## src/rtl/svc_pkg.sv

```systemverilog
package svc_pkg;
  localparam int CODE_W = 7;
  localparam int NCH    = 2;
  localparam int NFX    = 2;
  typedef logic [CODE_W-1:0] code_t;
  localparam code_t MUTE_CODE = '1;

  typedef enum logic [1:0] {
    ST_OFF  = 2'd0,
    ST_RUN  = 2'd1,
    ST_FXDN = 2'd2,
    ST_PWDN = 2'd3
  } seq_t;

  // Target code of one channel after mute and forced mute are applied.
  function automatic code_t pick_target(code_t vol, logic mute, logic force_mute);
    return (mute || force_mute) ? MUTE_CODE : vol;
  endfunction

  // One count toward the target, or none when already there.
  function automatic code_t step_toward(code_t cur, code_t tgt);
    if (cur < tgt)      return cur + code_t'(1);
    else if (cur > tgt) return cur - code_t'(1);
    else                return cur;
  endfunction
endpackage

```

## src/rtl/svc_tick_gate.sv

```systemverilog
module svc_tick_gate (
  input  logic clk,
  input  logic rst_n,
  input  logic step_tick,
  input  logic slow_rate,
  output logic use_tick
);
  logic phase_q;

  always_ff @(posedge clk or negedge rst_n) begin
    if (!rst_n)         phase_q <= 1'b0;
    else if (step_tick) phase_q <= ~phase_q;
  end

  assign use_tick = step_tick && (!slow_rate || phase_q);

  // in slow mode two back-to-back used ticks cannot occur
  p_slow_no_pair_r4: assert property (@(posedge clk) disable iff (!rst_n)
    (slow_rate && use_tick) |=> !(slow_rate && use_tick));
  // no base tick, no used tick
  p_tick_from_base_r10: assert property (@(posedge clk) disable iff (!rst_n)
    !step_tick |-> !use_tick);
endmodule

```

## src/rtl/svc_ramp_chan.sv

```systemverilog
module svc_ramp_chan
  import svc_pkg::*;
(
  input  logic  clk,
  input  logic  rst_n,
  input  logic  use_tick,
  input  logic  hold_mute,
  input  code_t tgt,
  output code_t cur,
  output logic  at_tgt,
  output logic  at_mute
);
  code_t cur_q;

  always_ff @(posedge clk or negedge rst_n) begin
    if (!rst_n)         cur_q <= MUTE_CODE;
    else if (hold_mute) cur_q <= MUTE_CODE;
    else if (use_tick)  cur_q <= step_toward(cur_q, tgt);
  end

  assign cur     = cur_q;
  assign at_tgt  = (cur_q == tgt);
  assign at_mute = (cur_q == MUTE_CODE);

  // a used tick with the target not reached always moves the code
  p_tick_moves_r2: assert property (@(posedge clk) disable iff (!rst_n)
    (use_tick && !hold_mute && cur_q != tgt) |=> (cur_q != $past(cur_q)));
  // never more than one count per cycle
  p_unit_step_r2: assert property (@(posedge clk) disable iff (!rst_n)
    1'b1 |=> ({1'b0, cur_q} == {1'b0, $past(cur_q)} ||
              {1'b0, cur_q} == {1'b0, $past(cur_q)} + 8'd1 ||
              {1'b0, cur_q} + 8'd1 == {1'b0, $past(cur_q)}));
  // with no used tick the code only moves to mute when held
  p_no_tick_stable_r10: assert property (@(posedge clk) disable iff (!rst_n)
    (!use_tick && !hold_mute) |=> $stable(cur_q));
endmodule

```

## src/rtl/svc_seq.sv

```systemverilog
module svc_seq
  import svc_pkg::*;
(
  input  logic           clk,
  input  logic           rst_n,
  input  logic           power_on,
  input  logic [NFX-1:0] fx_req,
  input  logic           all_at_tgt,
  input  logic           all_muted,
  output logic           force_mute,
  output logic           hold_off,
  output logic           done,
  output logic           fx_apply,
  output logic [NFX-1:0] fx_act,
  output logic           pwr_dn
);
  seq_t           st_q, st_d;
  logic [NFX-1:0] act_q;
  logic           apply_q;
  logic           fx_pending;
  logic           mute_reached;

  assign fx_pending   = (fx_req != act_q);
  assign mute_reached = all_muted;

  always_comb begin
    st_d = st_q;
    unique case (st_q)
      ST_OFF:  if (power_on) st_d = ST_RUN;
      ST_RUN: begin
        if (!power_on)       st_d = ST_PWDN;
        else if (fx_pending) st_d = ST_FXDN;
      end
      ST_FXDN: begin
        if (!power_on)         st_d = ST_PWDN;
        else if (mute_reached) st_d = ST_RUN;
      end
      ST_PWDN: begin
        if (power_on)          st_d = ST_RUN;
        else if (mute_reached) st_d = ST_OFF;
      end
      default: st_d = ST_OFF;
    endcase
  end

  logic apply_now;
  assign apply_now = (st_q == ST_FXDN) && power_on && mute_reached;

  always_ff @(posedge clk or negedge rst_n) begin
    if (!rst_n) begin
      st_q    <= ST_OFF;
      act_q   <= '0;
      apply_q <= 1'b0;
    end else begin
      st_q    <= st_d;
      apply_q <= apply_now;
      if (apply_now) act_q <= fx_req;
    end
  end

  assign force_mute = (st_q == ST_FXDN) || (st_q == ST_PWDN);
  assign hold_off   = (st_q == ST_OFF);
  assign pwr_dn     = hold_off;
  assign fx_act     = act_q;
  assign fx_apply   = apply_q;
  assign done       = (st_q == ST_RUN) && power_on && !fx_pending && all_at_tgt;

  // the apply strobe lasts one cycle
  p_apply_pulse_r6: assert property (@(posedge clk) disable iff (!rst_n)
    fx_apply |=> !fx_apply);
  // applied effects only change together with the strobe
  p_act_with_strobe_r6: assert property (@(posedge clk) disable iff (!rst_n)
    (fx_act != $past(fx_act)) |-> fx_apply);
  // after a power drop no apply strobe follows
  p_power_wins_r11: assert property (@(posedge clk) disable iff (!rst_n)
    !power_on |=> !fx_apply);
endmodule

```

## src/rtl/soft_vol_ctrl.sv

```systemverilog
module soft_vol_ctrl
  import svc_pkg::*;
(
  input  logic              clk,
  input  logic              rst_n,
  input  logic              step_tick,
  input  logic              slow_rate,
  input  logic [CODE_W-1:0] vol_l,
  input  logic [CODE_W-1:0] vol_r,
  input  logic              mute_l,
  input  logic              mute_r,
  input  logic              deemph_en,
  input  logic              bass_en,
  input  logic              power_on,
  output logic [CODE_W-1:0] cur_l,
  output logic [CODE_W-1:0] cur_r,
  output logic              done,
  output logic              fx_apply,
  output logic              deemph_act,
  output logic              bass_act,
  output logic              pwr_dn
);
  logic           use_tick;
  logic           force_mute, hold_off;
  logic [NFX-1:0] fx_act;
  code_t          vol_a [NCH];
  logic           mute_a [NCH];
  code_t          tgt_a [NCH];
  code_t          cur_a [NCH];
  logic [NCH-1:0] at_tgt, at_mute;

  assign vol_a[0]  = vol_l;
  assign vol_a[1]  = vol_r;
  assign mute_a[0] = mute_l;
  assign mute_a[1] = mute_r;

  svc_tick_gate u_tick (
    .clk       (clk),
    .rst_n     (rst_n),
    .step_tick (step_tick),
    .slow_rate (slow_rate),
    .use_tick  (use_tick)
  );

  for (genvar c = 0; c < NCH; c++) begin : g_chan
    assign tgt_a[c] = pick_target(vol_a[c], mute_a[c], force_mute);
    svc_ramp_chan u_chan (
      .clk       (clk),
      .rst_n     (rst_n),
      .use_tick  (use_tick),
      .hold_mute (hold_off),
      .tgt       (tgt_a[c]),
      .cur       (cur_a[c]),
      .at_tgt    (at_tgt[c]),
      .at_mute   (at_mute[c])
    );
  end

  svc_seq u_seq (
    .clk        (clk),
    .rst_n      (rst_n),
    .power_on   (power_on),
    .fx_req     ({bass_en, deemph_en}),
    .all_at_tgt (&at_tgt),
    .all_muted  (&at_mute),
    .force_mute (force_mute),
    .hold_off   (hold_off),
    .done       (done),
    .fx_apply   (fx_apply),
    .fx_act     (fx_act),
    .pwr_dn     (pwr_dn)
  );

  assign cur_l      = cur_a[0];
  assign cur_r      = cur_a[1];
  assign deemph_act = fx_act[0];
  assign bass_act   = fx_act[1];

  // while powered down both codes sit at mute
  p_pwrdn_muted_r8: assert property (@(posedge clk) disable iff (!rst_n)
    pwr_dn |-> (cur_l == MUTE_CODE && cur_r == MUTE_CODE));
  // effects are applied only from full mute
  p_apply_at_mute_r6: assert property (@(posedge clk) disable iff (!rst_n)
    fx_apply |-> (cur_l == MUTE_CODE && cur_r == MUTE_CODE));
  // done implies both codes equal the port-level targets
  p_done_match_r5: assert property (@(posedge clk) disable iff (!rst_n)
    done |-> (cur_l == (mute_l ? MUTE_CODE : vol_l) &&
              cur_r == (mute_r ? MUTE_CODE : vol_r)));
endmodule

```

## config.mk

```make
export PLATFORM = sky130hd
export DESIGN_NAME = soft_vol_ctrl
export DESIGN_NICKNAME = d
export VERILOG_FILES = /design/src/rtl/svc_pkg.sv /design/src/rtl/svc_tick_gate.sv /design/src/rtl/svc_ramp_chan.sv /design/src/rtl/svc_seq.sv /design/src/rtl/soft_vol_ctrl.sv
export SDC_FILE = /design/constraint.sdc
export NUM_CORES = 1
export LEC_CHECK = 0
export ABC_AREA = 1
export BUFFER_PORTS_ARGS = -buffer_cell sky130_fd_sc_hd__buf_2
export CORE_AREA = 10 10 81 69
export CTS_BUF_LIST = sky130_fd_sc_hd__clkbuf_8
export DETAILED_ROUTE_END_ITERATION = 8
export DIE_AREA = 0 0 91 79
export PLACE_DENSITY = 0.68
export SYNTH_ARGS = -nofsm -noshare
export SYNTH_HDL_FRONTEND = slang
export SYNTH_SLANG_ARGS = --single-unit
```

## constraint.sdc

```tcl
create_clock -name clk -period 5.8 [get_ports clk]
set_clock_uncertainty 0.1 [all_clocks]
set_input_delay 0.87 -clock clk [delete_from_list [all_inputs] [get_ports clk]]
set_output_delay 0.87 -clock clk [all_outputs]
set_load 0.05 [all_outputs]
```

==> results_dict.tcl <==
set metrics [dict create \
    synth_cells 268 \
    fin_crit_ns 3.50 \
    max_slew_margin_pct 70.4 \
    clkSinkCount 20 \
    fin_setup_tns_ns 0 \
    initial_core_util_pct 47.6 \
    ios 42 \
    avgRoutedWirePerCell_um 12.1 \
    hold_class "reg -> reg" \
    cts_max_path_buffers 2 \
    hold_depth 1 \
    die_w_um 91 \
    reg2reg_from "u_seq.st_q[1]" \
    final_layout_size_suffix_gt1_share_pct 29.1 \
    drc 0 \
    routed_wl_mm 4.47 \
    die_height_um 79 \
    path_max_fanout 7 \
    ys_ff_latch 20 \
    worstMarginPinSlew_ns 0.444 \
    cts_tree "done" \
    r2r_end "g_chan[0].u_chan.cur[6]" \
    arrival_ns 2.53 \
    ys_warn_count 0 \
    reg2reg_slack_ns 2.99 \
    synth_seq_area_share_pct 26.9 \
    finalHoldViolCount 0 \
    htreeDepth 1 \
    cts_resized 0 \
    avgSynthCellArea_um2 7.18 \
    outcome "complete, no violations" \
    coreArea_um2 4050 \
    numCtsBuffers 3 \
    dieArea_um2 7190 \
    setup_viol 0 \
    rr_worst_depth 17 \
    clkLatencyLatePin_ns 0.26 \
    n_antenna_cell 0 \
    critPathCaptureType "primary output" \
    synth_edf_count 0 \
    synth.distinct_cells 32 \
    vias 1745 \
    rows 21 \
    critical_path_class "in -> out" \
    synth_ff_type "dfstp_2" \
    overflow 0 \
    clkTransAtPathRegs_ns 0.07 \
    hpwl_mm 3.69 \
    portBuffers 41 \
    grt_pass1_vias 1715 \
    period_share_pct 60.3 \
    yosys.area.top_type "dfstp_2" \
    grt_pass1_wl_mm 7.94 \
    hold_start "u_tick.phase_q" \
    drv_slew 0 \
    rsz0062_at_grt "no" \
    fmax_mhz 286 \
    start_kind "input port" \
    fin_nets 363 \
    ant_nets 0 \
    firstDrtPassIters 4 \
    place.gp.congestion 0.789 \
    cts-root-buf "clkbuf_8" \
    grt_start_max_net_pins 21 \
    cts_hold_buf 0 \
    drt_iter0_markers 69 \
    antenna_found_initial 0 \
    syn_nets 317 \
    grt_usage_pct 12.8 \
    vias_per_cell 4.72 \
    cp_data_required_time_ns 4.83 \
    synth.cells.most_frequent "nand2_1 (58), nor2_1 (48), ha_1 (24), inv_1 (24), nand3_1 (20)" \
    drv_cap 0 \
    min_to "u_tick.phase_q" \
    syn_area_um2 1920 \
    yosys.cell_count.top_type "nand2_1" \
    yosys-top-cells-area "dfstp_2 (19%), ha_1 (16%), nand2_1 (11%)" \
    cts_setup_buffers 0 \
    synth_top_area_share_pct 19.1 \
    area_growth_pct 17.2 \
    synth_async_sr_flop_share_pct 100 \
]
metal layers:
layer  track usage (%)  share of wire [%]
met2              20.5                 44
met4              1.41               0.38
met1              17.4                 51
met5                 0                  0
met3              3.20                4.8
sequential cells by signal, indices dropped and copies added, names as in the netlist:
name,flops
g_chan.u_chan.cur,14
u_seq.fx_act,2
u_seq.fx_apply,1
u_seq.st_q,2
u_tick.phase_q,1
layout make-up:
class                   count  area [µm²]
clock buffers               4        55.1
flip-flops and latches     20         518
well taps                  57        71.3
fillers                   418        1790
repair buffers             41         205
inverters                  34         128
multi-input cells         214        1280
worst max-delay path by stage:
stage / start / end / slack [ns] / cells after the start
after floorplan: mute_l / done / 2.29 / 7
after global placement: mute_l / done / 2.30 / 9
after detailed placement: mute_l / done / 2.27 / 9
after CTS: mute_l / done / 2.27 / 9
after global routing: mute_l / done / 2.13 / 9
final: mute_l / done / 2.30 / 9
per-stage QoR:
stage / util (%) / hold slack [ns] / instances / setup WS [ns] / cell area [µm²]
2_1_floorplan: - / 0.337 / 268 / 2.29 / 1920
3_3_place_gp: 54.4 / 0.352 / 366 / 2.30 / 2200
3_5_place_dp: 54.4 / 0.354 / 366 / 2.27 / 2200
4_1_cts: 55.8 / 0.372 / 370 / 2.27 / 2260
5_1_grt: 55.8 / 0.389 / 370 / 2.13 / 2260
6_report: 55.8 / 0.372 / 370 / 2.30 / 2260
cells in the final DEF, fill, tap and decap left out, drive strengths merged, types with 6 or more instances in the layout:
master  instances
xor2            7
buf            41
dfrtp           6
a21oi          12
o21ai          11
nand3          23
nor3            6
nand2          66
inv            34
nor2           51
dfstp          14
ha             24
critical path, cell delays in order:
cell,delay (ns)
buf_2,0.09
nor2_1,0.07
inv_1,0.11
or2_2,0.29
ha_1,0.27
nand3_1,0.07
nor3_1,0.22
nor3b_2,0.23
buf_2,0.29
cell families (layout without fill, tap and decap cells):
group,count (synthesis),in the layout,synth area share [%]
AOI/OAI and AO/OA,27,27,8.52
xor gates and xnor gates,8,8,3.64
adders and majority gates,26,26,17.7
buffers and inverters,34,79,6.63
DFF,20,20,26.9
and+or+nand+nor,153,153,36.6
Power is not shown: default switching activity piles up to over one toggle a cycle in this logic, so the estimate is an artifact.
